$ cat config.mk
export PLATFORM = sky130hd
export DESIGN_NAME = coax_dir_ctrl
export DESIGN_NICKNAME = d
export VERILOG_FILES = /design/src/rtl/coax_dir_pkg.sv /design/src/rtl/coax_dir_timer.sv /design/src/rtl/coax_dir_carrier.sv /design/src/rtl/coax_dir_ctrl.sv
export SDC_FILE = /design/constraint.sdc
export NUM_CORES = 1
export LEC_CHECK = 0
export BUFFER_PORTS_ARGS = -buffer_cell sky130_fd_sc_hd__clkbuf_2
export CORE_MARGIN = 2
export CORE_UTILIZATION = 66
export CTS_BUF_LIST = sky130_fd_sc_hd__clkbuf_2 sky130_fd_sc_hd__clkbuf_4 sky130_fd_sc_hd__clkbuf_8
export DETAILED_ROUTE_END_ITERATION = 10
export PLACE_DENSITY = 0.88
export SYNTH_ARGS = -nofsm -noshare
export SYNTH_HDL_FRONTEND = slang
export SYNTH_SLANG_ARGS = --single-unit
$ cat constraint.sdc
create_clock -name clk -period 3.05 [get_ports clk]
set_input_delay 0 -clock clk [delete_from_list [all_inputs] [get_ports clk]]
set_output_delay 0 -clock clk [all_outputs]
set_load 0.005 [all_outputs]
$ cat src/rtl/coax_dir_pkg.sv
package coax_dir_pkg;

    typedef enum logic [1:0] {
        M_IDLE = 2'd0,
        M_RECV = 2'd1,
        M_XMIT = 2'd2,
        M_STBY = 2'd3
    } mode_e;

    localparam logic [1:0] RATE_SLOW = 2'b00;
    localparam logic [1:0] RATE_MID  = 2'b01;
    localparam logic [1:0] RATE_FAST = 2'b10;
    localparam logic [1:0] RATE_STBY = 2'b11;

endpackage

$ cat src/rtl/coax_dir_timer.sv
module coax_dir_timer #(
    parameter int CNT_W = 14
) (
    input  logic             clk,
    input  logic             rst_n,
    input  logic             reload,
    input  logic [CNT_W-1:0] load_val,
    output logic             expired
);

    logic [CNT_W-1:0] cnt_q;

    always_ff @(posedge clk or negedge rst_n) begin
        if (!rst_n) begin
            cnt_q <= '0;
        end else if (reload) begin
            cnt_q <= load_val;
        end else if (cnt_q != '0) begin
            cnt_q <= cnt_q - 1'b1;
        end
    end

    assign expired = !reload && (cnt_q == '0);

endmodule

$ cat src/rtl/coax_dir_carrier.sv
module coax_dir_carrier #(
    parameter int DIV = 4
) (
    input  logic clk,
    input  logic rst_n,
    input  logic want_on,
    output logic carrier
);

    localparam int PH_W = (DIV > 2) ? $clog2(DIV) : 1;
    localparam logic [PH_W-1:0] PH_LAST = PH_W'(DIV - 1);
    localparam logic [PH_W-1:0] PH_HALF = PH_W'(DIV / 2);

    logic [PH_W-1:0] phase_q;
    logic            gate_q;

    always_ff @(posedge clk or negedge rst_n) begin
        if (!rst_n) begin
            phase_q <= '0;
        end else if (phase_q == PH_LAST) begin
            phase_q <= '0;
        end else begin
            phase_q <= phase_q + 1'b1;
        end
    end

    // gate only moves when the divider wraps, so pulses are never cut
    always_ff @(posedge clk or negedge rst_n) begin
        if (!rst_n) begin
            gate_q <= 1'b0;
        end else if (phase_q == PH_LAST) begin
            gate_q <= want_on;
        end
    end

    assign carrier = gate_q && (phase_q >= PH_HALF);

endmodule

$ cat src/rtl/coax_dir_ctrl.sv
module coax_dir_ctrl
    import coax_dir_pkg::*;
#(
    parameter int SLOW_CYC = 14510,
    parameter int MID_CYC  = 3630,
    parameter int FAST_CYC = 1192,
    parameter int REF_DIV  = 4
) (
    input  logic       clk,
    input  logic       rst_n,
    input  logic       tx_bit,
    input  logic       rx_bit,
    input  logic [1:0] rate_code,
    output logic       dir_out,
    output logic       rx_data_out,
    output logic       carrier_out
);

    localparam int MAX_CYC = (SLOW_CYC > MID_CYC) ?
                             ((SLOW_CYC > FAST_CYC) ? SLOW_CYC : FAST_CYC) :
                             ((MID_CYC > FAST_CYC) ? MID_CYC : FAST_CYC);
    localparam int CNT_W = $clog2(MAX_CYC + 1);

    mode_e            mode_q;
    mode_e            mode_d;
    logic             tmr_reload;
    logic             tmr_expired;
    logic [CNT_W-1:0] tmr_load;

    // timeout selection from the rate code
    always_comb begin
        unique case (rate_code)
            RATE_MID:  tmr_load = CNT_W'(MID_CYC - 1);
            RATE_FAST: tmr_load = CNT_W'(FAST_CYC - 1);
            default:   tmr_load = CNT_W'(SLOW_CYC - 1);
        endcase
    end

    // activity of the owning side keeps the timer loaded
    always_comb begin
        unique case (mode_q)
            M_RECV:  tmr_reload = !rx_bit;
            M_XMIT:  tmr_reload = !tx_bit;
            default: tmr_reload = 1'b1;
        endcase
    end

    coax_dir_timer #(
        .CNT_W (CNT_W)
    ) u_timer (
        .clk      (clk),
        .rst_n    (rst_n),
        .reload   (tmr_reload),
        .load_val (tmr_load),
        .expired  (tmr_expired)
    );

    // next-state logic
    always_comb begin
        mode_d = mode_q;
        if (rate_code == RATE_STBY) begin
            mode_d = M_STBY;
        end else begin
            unique case (mode_q)
                M_IDLE: begin
                    if (!rx_bit)      mode_d = M_RECV;
                    else if (!tx_bit) mode_d = M_XMIT;
                end
                M_RECV:  if (tmr_expired) mode_d = M_IDLE;
                M_XMIT:  if (tmr_expired) mode_d = M_IDLE;
                M_STBY:  mode_d = M_IDLE;
                default: mode_d = M_IDLE;
            endcase
        end
    end

    // state register
    always_ff @(posedge clk or negedge rst_n) begin
        if (!rst_n) begin
            mode_q <= M_IDLE;
        end else begin
            mode_q <= mode_d;
        end
    end

    // outputs
    always_comb begin
        dir_out     = 1'b0;
        rx_data_out = rx_bit;
        unique case (mode_q)
            M_RECV:  dir_out = 1'b1;
            M_XMIT:  rx_data_out = 1'b1;
            default: ;
        endcase
    end

    coax_dir_carrier #(
        .DIV (REF_DIV)
    ) u_carrier (
        .clk     (clk),
        .rst_n   (rst_n),
        .want_on (!tx_bit && (rate_code != RATE_STBY)),
        .carrier (carrier_out)
    );

endmodule

==> results.toml, run 1 <==
[outcome]
outcome = "finished, final reports clean"

[clocking]
cts_resized = 0
clk_path_buf_depth = 2
h-tree-depth = 1
clk_pin_slew_worst_paths_ns = 0.10
cts_made_buffers = 3
cts_tree = "yes"
cts_root_buf = "clkbuf_4"
clk-insertion-delay-late_ns = 0.30
clock-sinks = 19

[synthesis]
ys_ff_latch = 19
syn_inst = 123
netlist_top_cells_count = "19 x dfrtp_1, 11 x ha_1, 9 x inv_1"
synth_compound_area_share_pct = 14.03
synth_largest_area_cell = "dfrtp_1"
synth.distinct_cells = 39
synth_top_family_by_area = "simple AND/OR/NAND/NOR gates"
ys_warn_count = 0
syn_nets = 140
synth.yosys.seq_area_share_pct = 39.79
synthMuxAreaShare_pct = 3.560
async_flop_share_pct = 100.0
synthSimpleGateAreaFrac_pct = 23.46
synth_most_common_cell = "dfrtp_1"
synth_area_leaders = "dfrtp_1 40%, ha_1 12%, xnor2_1 3.7%"
yosysTopAreaCellShare_pct = 39.79
synth-adder-area-share_pct = 11.52
synth_edf_count = 0
avgSynthCellArea_sq_um = 9.715
synthXorXnorAreaFrac_pct = 3.665
syn-cell-area_sq_mm = 0.001195
synth_flop_cell = "dfrtp_1"

[floorplanning]
rows = 15
ioPinCount = 9
die_area_sq_mm = 0.002167
core_sq_mm = 0.001708
die_h_microns = 46.55
start_util_pct = 69.96
die_x_microns = 46.55

[global_route]
antenna_found_initial = 0
grt_overflow = 0
grt_pass1_wl_mm = 4.064
grt_pass1_vias = 928
track_usage_pct = 27.17
grt_max_degree = 20

[placed_design]
place_area_sq_mm = 0.001252
post-place-ws_ns = 0.9477
dpl.hpwl_mm = 1.801
port_buffers = 8
gp_congestion = 0.8406

[final_layout]
fin_area_sq_mm = 0.001292
nNetsFinal = 151
syn_to_final_growth_pct = 8.168
layout-drive-gt1-share_pct = 15.79
diodes = 0
fillers = 122

[critical_path]
max_stage_delay_ns = 0.53
cp-end-kind = "flop"
path_cells = "inv_1 -> ha_1 -> or3b_1 -> nand4b_2 -> mux2i_1 -> mux2_2"
critPathLaunchType = "flop"
worstPathArrival_ns = 2.37
critical_path_class = "flop to flop"
path_max_fanout = 11
cp_slowest_cell = "or3b_1"
crit_required_ns = 3.24

[drt]
drtIter0Drc = 26
via_per_inst = 6.266
vias = 990
drc = 0
wl_per_cell_microns = 15.50
detail-route-antenna-nets = 0
dr.pass1.iters = 4
wl_mm = 2.449

[sta]
drv_slew = 0
setup_viol = 0
tns_ns = 0
finalCritPeriodShare_pct = 71.49
slew_headroom_pct = 39.48
fin_skew_ns = 0.002400
rsz0062_at_grt = "false"
hold_violations = 0
min_period_ns = 2.180
tightest_slew_ns = 0.8994
holdWs_ns = 0.03226
setup_ws_ns = 0.8696
max_clock_freq_mhz = 458.6

[run]
drv_cap = 0

[power]
p_leak_uw = 0.0005583
p_per_area_mw_per_mm2 = 767.7
power_uw = 992.2
peakVddDrop_uv = 659.4

[hold_path]
min_path_type = "input port to flop"
[layout by cell type, fill, tap and decap left out, drive strengths merged, types with 2 or more instances in the layout]
master / Yosys / final
dfrtp: 19 / 19
clkbuf: 1 / 12
ha: 11 / 11
inv: 9 / 9
nor2: 7 / 7
nor3: 7 / 7
a21oi: 6 / 6
o21ai: 6 / 6
nand2: 5 / 5
xnor2: 5 / 5
or4: 4 / 4
nor4: 4 / 4
nand2b: 3 / 3
nand3: 3 / 3
a311oi: 3 / 3
or2: 2 / 2
and2: 2 / 2
a31oi: 2 / 2
mux2i: 2 / 2
mux2: 2 / 2
nand4: 2 / 2
or3: 2 / 2
[area by class of cell]
cell class                 instances  area [sq um]  area share [%]
multi-input combinational         92         671.9           51.98
sequential                        19         475.5           36.79
timing repair buffer               9         50.05           3.872
inverter                           9         33.78           2.614
tap                               25         31.28           2.420
clock buffer                       4         30.03           2.323
[state kept, by name (all words and copies together) (netlist names)]
register,cells
u_carrier.phase_q,2
mode_q,2
u_timer.cnt_q,14
u_carrier.gate_q,1
[stage by stage]
stage                     cells  util [%]
after floorplan             123         -
after global placement      153     73.33
after detailed placement    153     73.33
after CTS                   158     75.68
after global routing        158     75.68
final                       158     75.68
[repair_timing]
item,CTS,global route
hold buffers,1,0
setup buffers,0,0
hold endpoints to repair,19,0
[final timing paths]
path,startpoint,endpoint,slack [ns],cells past startpoint
hold reg to reg,u_carrier.phase_q[0],u_carrier.phase_q[0],0.48,1
setup / recovery,u_timer.cnt_q[0],u_timer.cnt_q[1],0.87,6
hold / removal,tx_bit,mode_q[0],0.03,3
max in group asynchronous,rst_n,u_timer.cnt_q[11],2.54,2
min in group asynchronous,rst_n,u_timer.cnt_q[6],0.19,2
setup reg to reg,u_timer.cnt_q[0],u_timer.cnt_q[1],0.87,6
[metal layers]
metal  track usage (%)  wire length [microns]  share of wire [%]
met1             33.33                   1054                 43
met2             45.83                   1251                 51
met3             5.882                     98                4.0
met4             10.86                     45                1.8
met5                 0                      0                  0
[logic make-up (layout without fill, tap and decap cells)]
| family | after synthesis | in the layout |
|---|---|---|
| flip-flops | 19 | 19 |
| XOR/XNOR | 5 | 5 |
| AND/OR/NAND/NOR | 46 | 46 |
| buffers and inverters | 12 | 22 |
| AO/OA/AOI/OAI | 26 | 26 |
| adder cells (fa/ha/maj) | 11 | 11 |
| multiplexers | 4 | 4 |
[power by group]
part	internal (uW)	leakage, uW	switching, uW
registers	328	0.000222	73.3
clock network	59.8	0.0000184	75.9
logic	172	0.000318	283
[critical path, delay by kind of cell, from the launching register on]
| kind | cells | cell delay [ns] |
|---|---|---|
| muxes | 2 | 0.45 |
| adders and majority gates | 1 | 0.20 |
| DFF | 1 | 0.42 |
| buffers and inverters | 1 | 0.10 |
| and+or+nand+nor | 2 | 0.91 |
(Power assumes the default switching activity.)
==> inputs of run 2 (changes only) <==
Settings changed: CORE_UTILIZATION 66 to 55, PLACE_DENSITY 0.88 to 0.79.
Clock period 3.05 ns to 2 ns, I/O delays scaled along.
==> run 2 against run 1 <==
Compared with the run above:
- clock power increased by 55%
- first-iteration DRC count decreased by 12%
- combinational power increased by 81%
- critical path depth increased by 2
- count of clock-buffer cells in the layout unchanged
- core utilization decreased by 4.0 points
- maximum frequency increased by 12%
- largest cell class unchanged
- highest routed layer unchanged
==> results.toml, run 2 (synthesis gave the netlist of run 1 again) <==
[power]
p_leak_uw = 0.0006314
peakVddDrop_uv = 900.9
p_per_area_mw_per_mm2 = 1150

[global_route]
grt_overflow = 0
grt_pass1_wl_mm = 4.395
grt_pass1_vias = 1009
track_usage_pct = 22.47
antenna_found_initial = 0
grt_max_degree = 20

[clocking]
h-tree-depth = 1
cts_root_buf = "clkbuf_4"
cts_tree = "yes"
cts_made_buffers = 3
clk_pin_slew_worst_paths_ns = 0.11
clk_path_buf_depth = 2
clock-sinks = 19
clk-insertion-delay-late_ns = 0.30

[sta]
min_period_ns = 1.939
hold_violations = 0
tightest_slew_ns = 0.4906
max_clock_freq_mhz = 515.6
setup_ws_ns = 0.06056
fin_skew_ns = 0.007689
drv_slew = 0
slew_headroom_pct = 67.30
holdWs_ns = 0.02769
setup_viol = 0
finalCritPeriodShare_pct = 96.97

[drt]
vias = 1071
wl_mm = 2.697
detail-route-antenna-nets = 0
via_per_inst = 6.300
drtIter0Drc = 23
dr.pass1.iters = 6
drc = 0
wl_per_cell_microns = 15.86

[floorplanning]
core_sq_mm = 0.002002
die_area_sq_mm = 0.002561
die_h_microns = 50.61
die_x_microns = 50.61
ioPinCount = 9
rows = 16
start_util_pct = 59.69

[final_layout]
syn_to_final_growth_pct = 20.11
final_common_cell = "dfrtp_1"
final_cell_count_no_fill = 170
layout-drive-gt1-share_pct = 27.27
largest-register = "u_timer.cnt_q"
nNetsFinal = 161
diodes = 0
final_util_pct = 71.69
fin_area_sq_mm = 0.001435
top_regs = "u_timer.cnt_q: 14 flops, mode_q: 2 flops, u_carrier.phase_q: 2 flops"
largest_register_ff_count = 14
final_cell_mix = "19 x dfrtp_1, 10 x ha_1, 8 x clkbuf_2, 8 x buf_4"

[critical_path]
critical_path_class = "flop to flop"
cp-startpoint = "u_timer.cnt_q[0]"
worstPathArrival_ns = 2.12
crit_required_ns = 2.18
path_max_fanout = 5
critPathLaunchType = "flop"
reg2reg_depth = 8
cp-end-kind = "flop"
r2r_setup_slack_ns = 0.06
crit_end = "u_timer.cnt_q[6]"
r2r-start = "u_timer.cnt_q[0]"
timing.rr.end = "u_timer.cnt_q[6]"

[run]
drv_cap = 0

[placed_design]
gp_congestion = 0.7915
post-place-ws_ns = 0.08133
place_area_sq_mm = 0.001292
port_buffers = 8
dp_cells = 160
dpl.hpwl_mm = 1.848

[hold_path]
min_path_type = "input port to flop"

[outcome]
outcome = "finished, final reports clean"
## run 2: cell types whose count changed in the layout (fill, tap and decap cells not counted), moves of 2 or more
cell    change
inv_1       -2
inv_2       +2
or4_4       +3
or4_1       -3
nor4_4      +2
nor4_2      -2
buf_6       +2
buf_4       +8
## run 2: cell type report
class,instances,area (sq um)
tap,27,33.78
timing repair buffer,19,132.6
sequential,19,475.5
multi-input combinational,92,729.5
inverter,9,33.78
clock buffer,4,30.03
fill,150,566.8
## run 2: per-layer routing
layer  part of all wire (%)  track usage, %
met4                    1.6           7.207
met2                     51           40.35
met5                      0               0
met3                    6.1           4.167
met1                     41           26.89
## run 2: what timing repair did
item | CTS | global route
setup buffers | 0 | 4
gates resized for setup | 0 | 16
hold buffers | 1 | 0
endpoints found under the hold margin | 19 | 0
endpoints found under the setup margin | 0 | 10
## run 2: worst min-delay path by stage
stage / slack [ns] / endpoint / cells past startpoint / from
floorplan: -0.30 / mode_q[0] / 0 / rst_n
global placement: -0.02 / u_timer.cnt_q[5] / 1 / rst_n
detailed placement: -0.02 / u_timer.cnt_q[6] / 1 / rst_n
CTS: 0.04 / mode_q[0] / 3 / tx_bit
global route: 0.05 / mode_q[0] / 3 / tx_bit
finish: 0.03 / mode_q[0] / 3 / tx_bit
## run 2: report_power, final
group / internal, uW / switching (uW)
Sequential: 500 / 117
Clock: 91.2 / 120
Combinational: 343 / 479
Total: 934 / 715
## run 2: worst max-delay path, stage by stage (launching register included)
cell and delay (ns):
dfrtp_1 0.42, inv_2 0.10, ha_4 0.14, or3b_4 0.40, buf_6 0.15, buf_4 0.13, a311oi_1 0.24, xnor2_1 0.17
nor2_1 0.07
## run 2: stage by stage
step | power [uW] | TNS, ns
after floorplan | 1103 | 0
after global placement | 1305 | 0
after detailed placement | 1344 | 0
after CTS | 1554 | 0
after global routing | 1769 | -0.04829
final | 1650 | 0
